==> config.mk <==
export PLATFORM = sky130hd
export DESIGN_NAME = nrb_color_thresholder
export DESIGN_NICKNAME = d
export VERILOG_FILES = /design/src/rtl/nrb_pkg.sv /design/src/rtl/nrb_front.sv /design/src/rtl/nrb_pipe_divider.sv /design/src/rtl/nrb_thresh_out.sv /design/src/rtl/nrb_color_thresholder.sv
export SDC_FILE = /design/constraint.sdc
export NUM_CORES = 1
export LEC_CHECK = 0
export CAP_MARGIN = 20
export CORE_ASPECT_RATIO = 1.4
export CORE_UTILIZATION = 56
export DETAILED_ROUTE_END_ITERATION = 10
export MAX_ROUTING_LAYER = met4
export PLACE_DENSITY = 0.76
export SETUP_SLACK_MARGIN = 0.2
export SYNTH_ARGS = -nofsm -noshare
export SYNTH_HDL_FRONTEND = slang
export SYNTH_SLANG_ARGS = --single-unit
==> constraint.sdc <==
create_clock -name clk -period 1.6 [get_ports clk]
set_input_delay 0.16 -clock clk [delete_from_list [all_inputs] [get_ports clk]]
set_output_delay 0.16 -clock clk [all_outputs]
set_load 0.1 [all_outputs]
==> src/rtl/nrb_pkg.sv <==
package nrb_pkg;
  // channel width of one colour component
  localparam int CH_W     = 8;
  // fixed shifts: numerator scale (x256) and green weight (x4)
  localparam int SCALE_SH = 8;
  localparam int GREEN_SH = 2;
  localparam int BIAS     = 8;
  localparam int SEL_W    = 2;
  localparam int GRAY_W   = 8;
  // derived widths
  localparam int NUM_W    = CH_W + SCALE_SH;          // scaled numerator
  localparam int DEN_W    = CH_W + GREEN_SH + 1;      // R+B+4G+8 fits
  localparam int REM_W    = DEN_W + 1;                // shifted remainder
  localparam int QW       = NUM_W;                    // quotient bits = stages

  typedef struct packed {
    logic [NUM_W-1:0] num;
    logic [DEN_W-1:0] den;
    logic [DEN_W-1:0] rem;
    logic [QW-1:0]    quo;
  } div_word_t;
endpackage

==> src/rtl/nrb_front.sv <==
module nrb_front
  import nrb_pkg::*;
#(
  parameter int SIDE_W = 23
) (
  input  logic              clk,
  input  logic              rst_n,
  input  logic              acc,
  input  logic [CH_W-1:0]   r,
  input  logic [CH_W-1:0]   g,
  input  logic [CH_W-1:0]   b,
  input  logic [SIDE_W-1:0] side_in,
  output logic              vld_q,
  output div_word_t         word_q,
  output logic [SIDE_W-1:0] side_q
);
  logic [CH_W-1:0] peak;
  div_word_t       word_d;

  always_comb begin
    peak        = (r > b) ? r : b;
    word_d.num  = {peak, {SCALE_SH{1'b0}}};
    word_d.den  = DEN_W'(r) + DEN_W'(b) + {1'b0, g, {GREEN_SH{1'b0}}}
                + DEN_W'(BIAS);
    word_d.rem  = '0;
    word_d.quo  = '0;
  end

  always_ff @(posedge clk or negedge rst_n) begin
    if (!rst_n) vld_q <= 1'b0;
    else        vld_q <= acc;
  end

  // datapath flops: enabled by acceptance, no reset
  always_ff @(posedge clk) begin
    if (acc) begin
      word_q <= word_d;
      side_q <= side_in;
    end
  end
endmodule

==> src/rtl/nrb_pipe_divider.sv <==
module nrb_pipe_divider
  import nrb_pkg::*;
#(
  parameter int SIDE_W = 23
) (
  input  logic              clk,
  input  logic              rst_n,
  input  logic              vld_in,
  input  div_word_t         word_in,
  input  logic [SIDE_W-1:0] side_in,
  output logic              vld_out,
  output logic [QW-1:0]     quo_out,
  output logic [SIDE_W-1:0] side_out
);
  // one restoring step per stage, MSB of the quotient first
  div_word_t         w_c    [0:QW-1];
  logic              v_c    [0:QW];
  logic [SIDE_W-1:0] s_c    [0:QW];

  assign w_c[0] = word_in;
  assign v_c[0] = vld_in;
  assign s_c[0] = side_in;

  for (genvar i = 0; i < QW; i++) begin : g_stage
    localparam int BIT = QW - 1 - i;
    div_word_t         nxt;
    logic [REM_W-1:0]  shifted;
    logic [REM_W-1:0]  den_ext;
    logic              v_r;
    logic [SIDE_W-1:0] s_r;

    always_comb begin
      nxt     = w_c[i];
      den_ext = REM_W'(w_c[i].den);
      shifted = {w_c[i].rem, w_c[i].num[BIT]};
      if (shifted >= den_ext) begin
        nxt.rem      = DEN_W'(shifted - den_ext);
        nxt.quo[BIT] = 1'b1;
      end else begin
        nxt.rem      = DEN_W'(shifted);
      end
    end

    always_ff @(posedge clk or negedge rst_n) begin
      if (!rst_n) v_r <= 1'b0;
      else        v_r <= v_c[i];
    end

    always_ff @(posedge clk) begin
      if (v_c[i]) s_r <= s_c[i];
    end

    assign v_c[i+1] = v_r;
    assign s_c[i+1] = s_r;

    if (i < QW - 1) begin : g_mid
      div_word_t w_r;
      always_ff @(posedge clk) begin
        if (v_c[i]) w_r <= nxt;
      end
      assign w_c[i+1] = w_r;
    end else begin : g_last
      logic [QW-1:0] q_r;
      always_ff @(posedge clk) begin
        if (v_c[i]) q_r <= nxt.quo;
      end
      assign quo_out = q_r;
    end
  end

  assign vld_out  = v_c[QW];
  assign side_out = s_c[QW];
endmodule

==> src/rtl/nrb_thresh_out.sv <==
module nrb_thresh_out
  import nrb_pkg::*;
#(
  parameter int XW  = 11,
  parameter int YW  = 10,
  parameter int TH0 = 64,
  parameter int TH1 = 96,
  parameter int TH2 = 128
) (
  input  logic              clk,
  input  logic              rst_n,
  input  logic              vld,
  input  logic [QW-1:0]     quo,
  input  logic [SEL_W-1:0]  sel,
  input  logic [XW-1:0]     x,
  input  logic [YW-1:0]     y,
  output logic              out_valid,
  output logic              out_fg,
  output logic [GRAY_W-1:0] out_gray,
  output logic [XW-1:0]     out_x,
  output logic [YW-1:0]     out_y
);
  localparam logic [QW-1:0] SAT = QW'((1 << GRAY_W) - 1);

  logic [GRAY_W-1:0] gray_sat, thr, gray_d;
  logic              fg_d;
  logic [XW-1:0]     x_d;
  logic [YW-1:0]     y_d;

  always_comb begin
    gray_sat = (quo > SAT) ? GRAY_W'(SAT) : quo[GRAY_W-1:0];
    case (sel)
      2'd0:    thr = GRAY_W'(TH0);
      2'd1:    thr = GRAY_W'(TH1);
      default: thr = GRAY_W'(TH2);
    endcase
    gray_d = vld ? gray_sat : '0;
    fg_d   = vld && (gray_sat >= thr);
    x_d    = vld ? x : '0;
    y_d    = vld ? y : '0;
  end

  always_ff @(posedge clk or negedge rst_n) begin
    if (!rst_n) begin
      out_valid <= 1'b0;
      out_fg    <= 1'b0;
      out_gray  <= '0;
      out_x     <= '0;
      out_y     <= '0;
    end else begin
      out_valid <= vld;
      out_fg    <= fg_d;
      out_gray  <= gray_d;
      out_x     <= x_d;
      out_y     <= y_d;
    end
  end
endmodule

==> src/rtl/nrb_color_thresholder.sv <==
module nrb_color_thresholder
  import nrb_pkg::*;
#(
  parameter int XW  = 11,
  parameter int YW  = 10,
  parameter int TH0 = 64,
  parameter int TH1 = 96,
  parameter int TH2 = 128
) (
  input  logic              clk,
  input  logic              rst_n,
  input  logic              in_valid,
  output logic              in_ready,
  input  logic [CH_W-1:0]   in_r,
  input  logic [CH_W-1:0]   in_g,
  input  logic [CH_W-1:0]   in_b,
  input  logic [XW-1:0]     in_x,
  input  logic [YW-1:0]     in_y,
  input  logic [SEL_W-1:0]  thr_sel,
  output logic              out_valid,
  output logic              out_fg,
  output logic [GRAY_W-1:0] out_gray,
  output logic [XW-1:0]     out_x,
  output logic [YW-1:0]     out_y
);
  localparam int SIDE_W = SEL_W + XW + YW;

  // reset: asserted asynchronously, released through two flops
  logic rs_meta, rs_sync;
  always_ff @(posedge clk or negedge rst_n) begin
    if (!rst_n) begin
      rs_meta <= 1'b0;
      rs_sync <= 1'b0;
    end else begin
      rs_meta <= 1'b1;
      rs_sync <= rs_meta;
    end
  end
  assign in_ready = rs_sync;

  logic              acc;
  logic              f_vld, d_vld;
  div_word_t         f_word;
  logic [SIDE_W-1:0] f_side, d_side;
  logic [QW-1:0]     d_quo;

  assign acc = in_valid & in_ready;

  nrb_front #(.SIDE_W(SIDE_W)) u_front (
    .clk(clk), .rst_n(rs_sync), .acc(acc),
    .r(in_r), .g(in_g), .b(in_b),
    .side_in({thr_sel, in_x, in_y}),
    .vld_q(f_vld), .word_q(f_word), .side_q(f_side)
  );

  nrb_pipe_divider #(.SIDE_W(SIDE_W)) u_div (
    .clk(clk), .rst_n(rs_sync),
    .vld_in(f_vld), .word_in(f_word), .side_in(f_side),
    .vld_out(d_vld), .quo_out(d_quo), .side_out(d_side)
  );

  nrb_thresh_out #(.XW(XW), .YW(YW), .TH0(TH0), .TH1(TH1), .TH2(TH2)) u_out (
    .clk(clk), .rst_n(rs_sync),
    .vld(d_vld), .quo(d_quo),
    .sel(d_side[SIDE_W-1 -: SEL_W]),
    .x(d_side[YW +: XW]), .y(d_side[YW-1:0]),
    .out_valid(out_valid), .out_fg(out_fg), .out_gray(out_gray),
    .out_x(out_x), .out_y(out_y)
  );
endmodule

# --- Word level (Yosys, flattened, before mapping) ---
# Cells that the tools add are included.
word_totals:
  reg_bits: 954
  latchBits: 0
  mem_bits_rw: 0
  rom_bits: 0
  mem_count: 0
op_classes:
  n_addsub: 18
  multipliers: 0
  div_mod_pow: 0
  order_cmp: 19
  n_eq_ne: 1
  n_shift: 0
  muxes: 21
  n_bitwise: 1
  reduce_logical: 2
op_table:
  columns: ["op", "n"]
  rows:
  - ["$ge 12x11->1", 15]
  - ["$mux 11", 15]
  - ["$sub 11x11->11", 14]
  - ["$mux 8", 3]
  - ["$gt 16x8->1 const B", 1]
  - ["$pmux 8 s2", 1]
  - ["$add 11x10->11", 1]
  - ["$add 11x4->11 const B", 1]
  - ["$ge 1x11->1", 1]
  - ["$sub 1x11->11", 1]
  - ["$mux 10", 1]
  - ["$add 8x8->9", 1]
  - ["$ge 8x8->1", 1]
  - ["$gt 8x8->1", 1]
  - ["$eq 2x1->1 const B", 1]
  - ["$logic_not 2->1", 1]
  - ["$and 1x1->1", 1]
  - ["$logic_and 1x1->1", 1]
  - ["$mux 1", 1]

# --- Logic depth before layout (Yosys ltp) ---
depth:
  word_depth: 4
  depth_mapped: 17
  ltp_nobuf: 17

# --- Cells and area by module ---
# A second synthesis with hierarchy kept.
unflattened:
  hier_cells: 2935
  hier_area_um2: 47217.8
modules_own_cells:
  columns: ["mod", "n_inst", "cells_each", "area_per_inst_um2", "seq_area_each_um2"]
  rows:
  - ["nrb_pipe_divider", 1, 2649, 43531.8, 32651.3]
  - ["nrb_front", 1, 198, 2504.9, 1286.2]
  - ["nrb_thresh_out", 1, 84, 1121.1, 775.7]
  - ["nrb_color_thresholder", 1, 4, 60.1, 50.0]

# --- Least setup slack after synthesis ---
# OpenSTA, ideal clock, no wires.
synth_path:
  path_type: "reg-to-reg"
  from: "register rs_sync, in the netlist in_ready"
  to: "register u_front.side_q[0] (enable)"
  setup_ns: 0.404
  arrival_ns: 3.177
  slack_ns: -1.981
  stages_incl_launch_ff: 2
  n_path_buf: 0
  cell_sequence: "dfrtp_1 -> and2_1"
synth_between:
  elab_chain_len: 1
synth_lines:
  columns: ["element", "line", "text"]
  rows:
  - ["start: declaration", "nrb_color_thresholder.sv:29", "logic rs_meta, rs_sync;"]
  - ["start signal: assignment", "nrb_color_thresholder.sv:36", "rs_sync <= rs_meta;"]
  - ["$and 1x1->1", "nrb_color_thresholder.sv:47", "assign acc = in_valid & in_ready;"]
  - ["named net acc", "nrb_color_thresholder.sv:41", "logic acc;"]
  - ["end signal: assignment", "nrb_front.sv:38", "side_q <= side_in;"]
  - ["end: declaration", "nrb_front.sv:15", "output logic [SIDE_W-1:0] side_q"]
# The timed path passes the listed nets, and every way through them passes these cells.
# A chain may end at the register's enable or synchronous reset.

==> out/results.tsv <==
stage	metric	value	unit
global_route	largest net degree at the start of global routing	59	
critical_path	CP bufs+invs	2	
routing	final WL	89.6	mm
final_layout	ratio of cells with drive above 1 in the final layout	40.7	%
power	combinational share of power	16.6	%
clocking	Clock Tree Buf Depth	3	
synth	Yosys cell types	73	
final_layout	commonest cells after routing, fill and taps aside	edfxtp_1 (904), buf_4 (600), inv_1 (204)	
final_layout	most common cell after layout, fill and taps aside	edfxtp_1	
sta	RSZ-0062 raised after global routing	true	
sta	final period utilization	162	%
die	Die W	227	um
synth	asr flop ratio synth	5.24	%
die	Cell Rows	115	
global_route	Remaining Overflow, GRT	0	
sta	final hold violation count	0	
synth	Mapped Cells	2537	
die	core area	70200	um2
synth	largest family of logic cells by synthesized area	compound AO/OA/AOI/OAI gates	
place	Post-DP HPWL	54.9	mm
sta	Final Worst Setup Slack	-0.987	ns
sta	pins over their slew limit	0	
outcome	status	finished with violations	
critical_path	cell family with most CP delay	compound AO/OA/AOI/OAI gates	
global_route	vias in the first global route	25624	
sta	Worst-Margin Slew	0.598	ns
synth	cell taking the most area after synthesis	edfxtp_1	
final_layout	Layout Nets	3685	
final_layout	FILL cells	3701	
die	IO Pins	82	
power	Cell Pwr Density	1120	nW/um2
global_route	global-route wire length before repair	131	mm
clocking	CTS sink cnt	954	
sta	f_max	387	MHz
global_route	initial antenna violation count	0	
clocking	H-tree Lvls	3	
power	Pleak	21.0	nW
power	switching power	0.0145	W
sta	setup violators final	177	
critical_path	Critical Path Fanout Max	3	
place	PortBufs	81	
die	total die area	72000	um2
routing	post-DR wirelength/cell	20.2	um
critical_path	type of destination of the critical path	flip-flop	
clocking	Clock transition at path regs	0.08	ns
synth	share of the synthesized area in the top cell type	68.4	%
critical_path	CP peak stage delay	0.45	ns
critical_path	Crit Path Class	reg2reg	
routing	Starting DRT DRC Count	1593	
sta	clk_skew	0.0293	ns
clocking	CTS root buf	clkbuf_16	
power	Seq pwr share	49.1	%
synth	xor/xnor share of the synthesized area	1.79	%
synth	Synth Area in Adders	7.08	%
synth	simple-gate area share of the yosys netlist	6.53	%
final_layout	final non-filler cell area	53700	um2
final_layout	Layout Area Growth over Synthesis	35.3	%
synth	syn avg cell area	15.6	um2
clocking	worst skew pair latency	0.67	ns
final_layout	Final Util	76.5	%
power	total chip power	0.0602	W
sta	Post-Route Setup TNS	-126.68	ns
critical_path	Critical Path Start Type	flip-flop	
final_layout	diodes inserted	0	
synth	multiplexer area fraction after synthesis	3.08	%
power	clock power share	34.3	%
routing	DR vias	24606	
sta	Max transition margin	60.1	%
synth	post-synthesis sequential area ratio	71.5	%
synth	post-synthesis compound-gate area fraction	7.19	%
clocking	TritonCTS clock tree	built	
synth	ys flop type	edfxtp_1	
die	die height	317	um
sta	post-route minimum period	2.59	ns
synth	Post-Syn Nets	2802	
critical_path	Cell Chain, Critical Path	buf_6 -> inv_1 -> ha_4 -> nor2b_1 -> o211ai_1 -> nand3_1 -> a21oi_1 -> xnor2_1 -> mux2_4	
global_route	Tot GR Track Use	24.5	%
power	Sw Ratio	24.1	%
routing	DR vias/cell	5.56	
power	Int Pwr	0.0457	W
synth	Netlist Area Pre-Place	39700	um2
power	Max IR drop VDD	1.05	mV
critical_path	cell type of the slowest stage on the worst timing path	edfxtp_1	
run	MaxCap Viol Count	0	
synth	EDFF count, synth	904	
critical_path	crit path DAT	2.99	ns
synth	Area contributors post-synth	edfxtp_1 (68%), ha_1 (6.3%), dfrtp_1 (3.2%), inv_1 (2.3%), a21oi_1 (1.9%)	
synth	flops & latches, synth	954	
die	initial core utilization	56.5	%
hold_path	Hold WC Path Type	in2reg	
clocking	total CTS buffers	85	
outcome	violated checks	setup timing	
routing	1st-pass router iterations	5	
place	Area after DPL	47100	um2
place	GP Congestion	0.898	
routing	ANT nets after route	0	
critical_path	CP required	2.00	ns
routing	DRC	0	
synth	total of warnings raised by yosys	0	
through the flow:
stage	instances	setup slack (ns)	hold slack [ns]
finish	4427	-0.987	0.0525
global route	4427	-1.16	0.0373
CTS	4385	-0.913	0.0171
detailed placement	4111	-1.85	0.350
global placement	4111	-1.80	0.336
floorplan	2537	-0.999	-0.136
metal layers:
metal  global-route usage (%)  part of all wire, %  vias to the layer above
met3                     3.91                  4.4                      320
met1                     23.2                   33                    12191
met2                     46.9                   57                      834
met5                        -                    0                        -
li1                         -                    -                    11261
met4                     12.3                  5.4                        0
Yosys cell counts, types with 13 or more instances:
| cell type | number |
|---|---|
| edfxtp_1 | 904 |
| inv_1 | 244 |
| ha_1 | 199 |
| a21oi_1 | 152 |
| nor2_1 | 148 |
| o21ai_0 | 64 |
| xnor2_1 | 62 |
| dfrtp_1 | 50 |
| nand2_1 | 50 |
| and2_1 | 40 |
| nor2b_1 | 40 |
| nand2b_1 | 37 |
| mux2_2 | 36 |
| nor3_1 | 36 |
| mux2_4 | 35 |
| a21boi_0 | 29 |
| o211ai_1 | 22 |
| o21a_1 | 22 |
| o21ai_1 | 22 |
| nand4_1 | 19 |
| xor2_1 | 19 |
| mux2i_1 | 18 |
| fa_1 | 16 |
| nand3_1 | 16 |
| a21o_1 | 14 |
| o21bai_1 | 13 |
power groups by stage:
stage | Combinational [W] | Sequential [W] | Clock [W]
global placement | 0.00726 | 0.0300 | 0
CTS | 0.00910 | 0.0295 | 0.0209
finish | 0.0100 | 0.0296 | 0.0206
global route | 0.0107 | 0.0296 | 0.0218
detailed placement | 0.00761 | 0.0300 | 0
floorplan | 0.00411 | 0.0302 | 0
sequential cells by signal, indices dropped and copies added (netlist names), 15 cells and up:
register                 flops
u_div.g_stage.g_mid.w_r    446
u_div.g_stage.s_r          345
u_div.g_stage.v_r           15
u_div.quo_out               16
u_div.side_out              23
u_front.side_q              23
u_front.word_q              19
area by class of cell:
class | count | area (um2) | share of cell area (%)
Clock buffer | 108 | 2300 | 4.29
Clock inverter | 50 | 532 | 0.990
Inverter | 245 | 940 | 1.75
Multi-Input combinational cell | 1315 | 12800 | 23.9
Sequential cell | 954 | 28400 | 52.9
Tap cell | 936 | 1170 | 2.18
Timing Repair Buffer | 819 | 7520 | 14.0
path summary, 6_finish.rpt:
| path | from | endpoint | slack [ns] | cells past startpoint |
|---|---|---|---|---|
| worst min-delay path | in_x[8] | u_front.side_q[18] | 0.05 | 1 |
| worst max-delay path | u_div.g_stage[6].g_mid.w_r[28] | u_div.g_stage[7].g_mid.w_r[23] | -0.99 | 9 |
| max in group asynchronous | in_ready | u_out.out_y[0] | 0.41 | 2 |
| worst min register to register | rs_meta | in_ready | 0.34 | 0 |
| worst max register to register | u_div.g_stage[6].g_mid.w_r[28] | u_div.g_stage[7].g_mid.w_r[23] | -0.99 | 9 |
| min in group asynchronous | rst_n | in_ready | 0.29 | 2 |
worst reg2reg max path, cell delays in order (launching register included):
cell and delay [ns]:
edfxtp_1 0.45, buf_6 0.16, inv_1 0.09, ha_4 0.21
nor2b_1 0.15, o211ai_1 0.32, nand3_1 0.28, a21oi_1 0.31
xnor2_1 0.10, mux2_4 0.25
logic make-up after synthesis:
logic type / Yosys count
AO/OA/AOI/OAI: 439
AND/OR/NAND/NOR: 476
multiplexers: 99
XOR/XNOR: 81
buffers and inverters: 272
flip-flops: 954
other: 1
adder cells (fa/ha/maj): 215
what timing repair did:
action | CTS | global route
setup buffers | 89 | 42
gates cloned | 16 | 0
endpoints found under the setup margin | 233 | 252
hold buffers | 11 | 0
gates resized for setup | 468 | 172
hold endpoints to repair | 8 | 0
pin swaps | 143 | 101
Note: power is estimated with default switching activity, not from simulation.
